### src/rtl/alu_tag_pkg.sv
package alu_tag_pkg;
  typedef enum logic [4:0] {
    OP_ADD   = 5'd0,
    OP_ADDC  = 5'd1,
    OP_SUB   = 5'd2,
    OP_SUBC  = 5'd3,
    OP_TADD  = 5'd4,
    OP_TSUB  = 5'd5,
    OP_TADDT = 5'd6,
    OP_TSUBT = 5'd7,
    OP_AND   = 5'd8,
    OP_ANDN  = 5'd9,
    OP_OR    = 5'd10,
    OP_ORN   = 5'd11,
    OP_XOR   = 5'd12,
    OP_XNOR  = 5'd13,
    OP_SLL   = 5'd14,
    OP_SRL   = 5'd15,
    OP_SRA   = 5'd16,
    OP_SETHI = 5'd17
  } op_e;

  typedef struct packed {
    logic n;
    logic z;
    logic v;
    logic c;
  } cc_t;
endpackage

### src/rtl/alu_opsel.sv
module alu_opsel #(
  parameter int W     = 32,
  parameter int IMM_W = 13
) (
  input  logic [W-1:0]     b_reg,
  input  logic [IMM_W-1:0] imm,
  input  logic             use_imm,
  output logic [W-1:0]     op2
);
  localparam int EXT_W = W - IMM_W;

  logic [W-1:0] imm_ext;
  assign imm_ext = {{EXT_W{imm[IMM_W-1]}}, imm};
  assign op2     = use_imm ? imm_ext : b_reg;
endmodule

### src/rtl/alu_addsub.sv
module alu_addsub #(
  parameter int W     = 32,
  parameter int TAG_W = 2
) (
  input  logic [W-1:0] a,
  input  logic [W-1:0] b,
  input  logic         sub,
  input  logic         use_c,
  input  logic         c_in,
  output logic [W-1:0] sum,
  output logic         c_out,
  output logic         v_ovf,
  output logic         tag_nz
);
  logic [W-1:0] b_eff;
  logic         cin;
  logic [W:0]   full;

  assign b_eff = sub ? ~b : b;
  assign cin   = use_c ? (sub ? ~c_in : c_in) : sub;
  assign full  = {1'b0, a} + {1'b0, b_eff} + {{W{1'b0}}, cin};
  assign sum   = full[W-1:0];
  assign c_out = sub ? ~full[W] : full[W];
  assign v_ovf = (a[W-1] == b_eff[W-1]) && (sum[W-1] != a[W-1]);
  assign tag_nz = (|a[TAG_W-1:0]) | (|b[TAG_W-1:0]);
endmodule

### src/rtl/alu_logsh.sv
module alu_logsh
  import alu_tag_pkg::*;
#(
  parameter int W    = 32,
  parameter int HI_W = 22
) (
  input  op_e             op,
  input  logic [W-1:0]    a,
  input  logic [W-1:0]    b,
  input  logic [HI_W-1:0] hi,
  output logic [W-1:0]    res
);
  localparam int SH_W = $clog2(W);
  localparam int LO_W = W - HI_W;

  logic [SH_W-1:0] shamt;
  assign shamt = b[SH_W-1:0];

  always_comb begin
    unique case (op)
      OP_AND:   res = a & b;
      OP_ANDN:  res = a & ~b;
      OP_OR:    res = a | b;
      OP_ORN:   res = a | ~b;
      OP_XOR:   res = a ^ b;
      OP_XNOR:  res = a ^ ~b;
      OP_SLL:   res = a << shamt;
      OP_SRL:   res = a >> shamt;
      OP_SRA:   res = $unsigned($signed(a) >>> shamt);
      OP_SETHI: res = {hi, {LO_W{1'b0}}};
      default:  res = '0;
    endcase
  end
endmodule

### src/rtl/alu_tag_exec.sv
module alu_tag_exec
  import alu_tag_pkg::*;
#(
  parameter int W     = 32,
  parameter int IMM_W = 13,
  parameter int HI_W  = 22,
  parameter int TAG_W = 2
) (
  input  logic             clk,
  input  logic             rst_n,
  input  logic             in_valid,
  output logic             in_ready,
  input  logic [4:0]       in_op,
  input  logic             in_setcc,
  input  logic [W-1:0]     in_a,
  input  logic [W-1:0]     in_b,
  input  logic [IMM_W-1:0] in_imm,
  input  logic             in_use_imm,
  input  logic [HI_W-1:0]  in_hi,
  output logic             out_valid,
  input  logic             out_ready,
  output logic [W-1:0]     out_result,
  output logic             out_wr,
  output logic             out_trap,
  output logic [3:0]       cc
);
  op_e          op;
  cc_t          cc_q, cc_n;
  logic [W-1:0] op2, sum, lres, res_c;
  logic         c_out, v_ovf, tag_nz;
  logic         is_arith, is_tag, is_tv, is_logic, is_known;
  logic         is_sub, use_c, v_fin, trap_c, wr_c, cc_upd, acc;

  assign op = op_e'(in_op);

  alu_opsel #(.W(W), .IMM_W(IMM_W)) u_opsel (
    .b_reg(in_b), .imm(in_imm), .use_imm(in_use_imm), .op2(op2)
  );

  assign is_arith = (op == OP_ADD) || (op == OP_ADDC) || (op == OP_SUB) || (op == OP_SUBC);
  assign is_tag   = (op == OP_TADD) || (op == OP_TSUB) || (op == OP_TADDT) || (op == OP_TSUBT);
  assign is_tv    = (op == OP_TADDT) || (op == OP_TSUBT);
  assign is_logic = (in_op >= 5'd8) && (in_op <= 5'd13);
  assign is_known = in_op <= 5'd17;
  assign is_sub   = (op == OP_SUB) || (op == OP_SUBC) || (op == OP_TSUB) || (op == OP_TSUBT);
  assign use_c    = (op == OP_ADDC) || (op == OP_SUBC);

  alu_addsub #(.W(W), .TAG_W(TAG_W)) u_addsub (
    .a(in_a), .b(op2), .sub(is_sub), .use_c(use_c), .c_in(cc_q.c),
    .sum(sum), .c_out(c_out), .v_ovf(v_ovf), .tag_nz(tag_nz)
  );

  alu_logsh #(.W(W), .HI_W(HI_W)) u_logsh (
    .op(op), .a(in_a), .b(op2), .hi(in_hi), .res(lres)
  );

  always_comb begin
    v_fin  = v_ovf | (is_tag & tag_nz);
    trap_c = is_tv & v_fin;
    wr_c   = is_known & ~trap_c;
    if (is_arith || is_tag) res_c = sum;
    else if (is_known)      res_c = lres;
    else                    res_c = '0;
    cc_upd = ((is_arith || is_logic) && in_setcc) || (is_tag && !trap_c);
    cc_n.n = res_c[W-1];
    cc_n.z = (res_c == '0);
    if (is_logic) begin
      cc_n.v = 1'b0;
      cc_n.c = 1'b0;
    end else begin
      cc_n.v = v_fin;
      cc_n.c = c_out;
    end
  end

  assign in_ready = !out_valid || out_ready;
  assign acc      = in_valid && in_ready;
  assign cc       = cc_q;

  always_ff @(posedge clk) begin
    if (!rst_n) begin
      out_valid  <= 1'b0;
      out_result <= '0;
      out_wr     <= 1'b0;
      out_trap   <= 1'b0;
      cc_q       <= '0;
    end else begin
      if (acc) begin
        out_valid  <= 1'b1;
        out_result <= res_c;
        out_wr     <= wr_c;
        out_trap   <= trap_c;
        if (cc_upd) cc_q <= cc_n;
      end else if (out_ready) begin
        out_valid <= 1'b0;
      end
    end
  end
endmodule

### config.mk
export PLATFORM = sky130hd
export DESIGN_NAME = alu_tag_exec
export DESIGN_NICKNAME = d
export VERILOG_FILES = /design/src/rtl/alu_tag_pkg.sv /design/src/rtl/alu_opsel.sv /design/src/rtl/alu_addsub.sv /design/src/rtl/alu_logsh.sv /design/src/rtl/alu_tag_exec.sv
export SDC_FILE = /design/constraint.sdc
export NUM_CORES = 1
export LEC_CHECK = 0
export ABC_AREA = 1
export BUFFER_PORTS_ARGS = -buffer_cell sky130_fd_sc_hd__buf_2
export CELL_PAD_IN_SITES_DETAIL_PLACEMENT = 0
export CELL_PAD_IN_SITES_GLOBAL_PLACEMENT = 1
export CORE_ASPECT_RATIO = 1.5
export CORE_MARGIN = 5
export CORE_UTILIZATION = 43
export CTS_BUF_LIST = sky130_fd_sc_hd__clkbuf_4 sky130_fd_sc_hd__clkbuf_8
export CTS_CLUSTER_SIZE = 8
export DETAILED_ROUTE_END_ITERATION = 16
export PLACE_DENSITY_LB_ADDON = 0.2
export SYNTH_ARGS = -nofsm -noshare
export SYNTH_HDL_FRONTEND = slang
export SYNTH_SLANG_ARGS = --single-unit
export TNS_END_PERCENT = 1
### constraint.sdc
create_clock -name clk -period 7.18 [get_ports clk]
set_clock_uncertainty 0.05 [all_clocks]
set_input_delay 0.718 -clock clk [delete_from_list [all_inputs] [get_ports clk]]
set_output_delay 0.718 -clock clk [all_outputs]
set_load 0.005 [all_outputs]
==> flow_metrics.tcl <==
set metrics [dict create \
    fillers 2740 \
    cts_tree "done" \
    reg2reg_depth 17 \
    worstMarginPinSlew_ps 1090 \
    yosysTopAreaCell "nand2_1" \
    ys_warn_count 0 \
    required_ps 7350 \
    syn-cell-area_sq_mm 0.00994 \
    final_util 0.468 \
    crit_path_end_kind "flop" \
    synth-seq-area-share 0.0786 \
    ios 150 \
    hpwl_um 41700 \
    min_period_ps 5030 \
    syn_inst 1907 \
    rows 68 \
    clk_pin_slew_worst_paths_ps 80 \
    die_area_sq_mm 0.0263 \
    synth_top_area_frac 0.221 \
    drt_iter0_drc 1530 \
    peakVddDrop_v 0.000104 \
    synth-seq-cells 39 \
    p_leak_nw 5.85 \
    slew_violations 0 \
    crit_buf_inv 3 \
    cts_resized 0 \
    cp_top_family "simple AND/OR/NAND/NOR gates" \
    maxCapViolCount 0 \
    antenna_found_initial 1 \
    hold_viol_final 0 \
    synth_edf_count 0 \
    drc_errors 0 \
    synth-main-ff-cell "dfxtp_1" \
    max_freq_mhz 199 \
    core-area_sq_mm 0.0229 \
    clockRootBuffer "clkbuf_8" \
    pwr_density_cell_mw_per_mm2 138 \
    grt_pass1_wl_um 75500 \
    rsz0062_at_grt "false" \
    via_per_inst 5.94 \
    grt_max_degree 72 \
    wire_per_inst_um 22.6 \
    ys_types 55 \
    final.setup.tns_ps 0 \
    gp_congestion 1.04 \
    period_share 0.700 \
    ant_nets 0 \
    postRouteWirelength_um 51200 \
    final_cell_mix "nand2_1, nand3_1, nor2_1" \
    hold_depth 2 \
    track_usage 0.375 \
    grt_pass1_vias 13000 \
    io_buffers 149 \
    path_cells "buf_2 -> inv_8 -> nand2_2 -> nand2_2 -> xor2_1 -> fa_1 -> fa_1 -> inv_1 -> a21oi_1 -> o21ai_0 -> a21oi_1 -> o21ai_0 -> nand3_1 -> nor2_1 -> nand2_1 -> nor2_1 -> nand2_1 -> nor2_1 -> nand2_1 -> a21oi_2" \
    cts_setup_buffers 0 \
    place_worst_setup_slack_ps 1910 \
    path_class "primary input to flop" \
    hold_ws_ps 439 \
    cp-start-kind "primary input" \
    worstSkewPairLatency_ps 290 \
    via_count 13500 \
    seqCellArea_sq_um 781 \
    setup_slack_ps 2150 \
    hold_path_class "flop to flop" \
    die_h_um 196 \
    cts_hold_buf 0 \
    layoutNonFillerInstCount 2265 \
    die_w_um 134 \
    nets 2126 \
    synthArstFlopShare 0 \
    final_common_cell "nand2_1" \
    status "completed" \
    layout-drive-gt1-share 0.112 \
    finalSetupViolCount 0 \
    syn_nets 2050 \
    grt_overflow 0 \
    slew_headroom 0.274 \
    htree_levels 2 \
    syn_to_final_growth_pct 7.83 \
    multi_input_area_sq_mm 0.00802 \
    cts-buffers-inserted 5 \
    critical_path_cell_count 20 \
    start_util 0.434 \
    clkSinkCount 39 \
    dp.cells 2256 \
    yosys-top-cells-area "nand2_1, nand3_1, dfxtp_1" \
    cts_buffer_depth 2 \
    slowest_delay_ps 520 \
    synth_area_per_cell_sq_um 5.21 \
    dr.pass1.iters 5 \
    critPathMaxFanout 32 \
    crit_arrival_ps 5200 \
    crit_path_top_delay_cell "buf_2" \
]
[layer usage]
layer	vias to the layer above	part of all wire	global-route usage
met3	180	0.062	0.0336
met4	0	0.080	0.246
li1	6486	-	-
met1	6131	0.37	0.423
met5	-	0	0
met2	665	0.49	0.667
[Yosys cell counts, types with 2 or more instances]
master and n:
nand2_1 585, nand3_1 435, nor2_1 192, inv_1 133, o21ai_0 110, a21oi_1 95
xor2_1 61, dfxtp_1 39, buf_2 33, ha_1 31, clkbuf_1 22, buf_4 18
buf_6 17, nand4_1 14, nand2_2 13, inv_2 8, nor3_1 8, o211ai_1 8
a22oi_1 6, nand2_4 5, nand3b_1 5, o31ai_1 5, a21o_1 4, and2_1 4
o21ai_1 4, o21bai_1 4, buf_1 3, nand3_2 3, nor2_2 3, o21ai_4 3
o22a_1 3, or2_1 3, or2_2 3, fa_1 2, inv_4 2, nor2_4 2
nor3_2 2, xnor2_1 2
[tightest hold or removal path, delay by kind of cell, from the launching register on]
kind | cells | cell delay [ps]
AO/OA/AOI/OAI | 1 | 60
flip-flops | 1 | 320
AND/OR/NAND/NOR | 1 | 60
[state kept, by name, summed over array words and instances, names as in the netlist]
name and flops:
out_trap 1, cc 4, out_result 32, out_valid 1
out_wr 1
[metrics by stage]
step | power (mW) | cell area (sq um)
after floorplan | 0.918 | 9940
after global placement | 1.23 | 10600
after detailed placement | 1.23 | 10600
after CTS | 1.46 | 10700
after global routing | 1.59 | 10700
final | 1.48 | 10700
[path summary, 6_finish.rpt]
check / start / to / slack, ps
worst max-delay path: in_use_imm / cc[2] / 2150
worst min-delay path: out_wr / out_wr / 440
worst max register to register: cc[0] / cc[2] / 3340
worst min register to register: out_wr / out_wr / 440
[cell type report]
cell class,instances,area share
tap,280,0.0327
clock buffer,6,0.00712
clock inverter,2,0.00561
inverter,145,0.0520
antenna,1,0.000234
multi-input combinational,1629,0.749
timing repair buffer,163,0.0806
sequential,39,0.0729
[cell families after synthesis]
family,share of synthesized area
simple gates,0.563
compound gates,0.142
buf+inv,0.116
xor+xnor,0.0572
flops,0.0786
fa+ha+maj,0.0431
[power breakdown]
group          total [mW]  switching, mW  internal, mW  leakage [nW]
registers           0.245         0.0107         0.235         0.322
clock network       0.230         0.0870         0.143        0.0688
logic                1.01          0.710         0.296          5.45
Note: power is estimated with default switching activity, not from simulation.
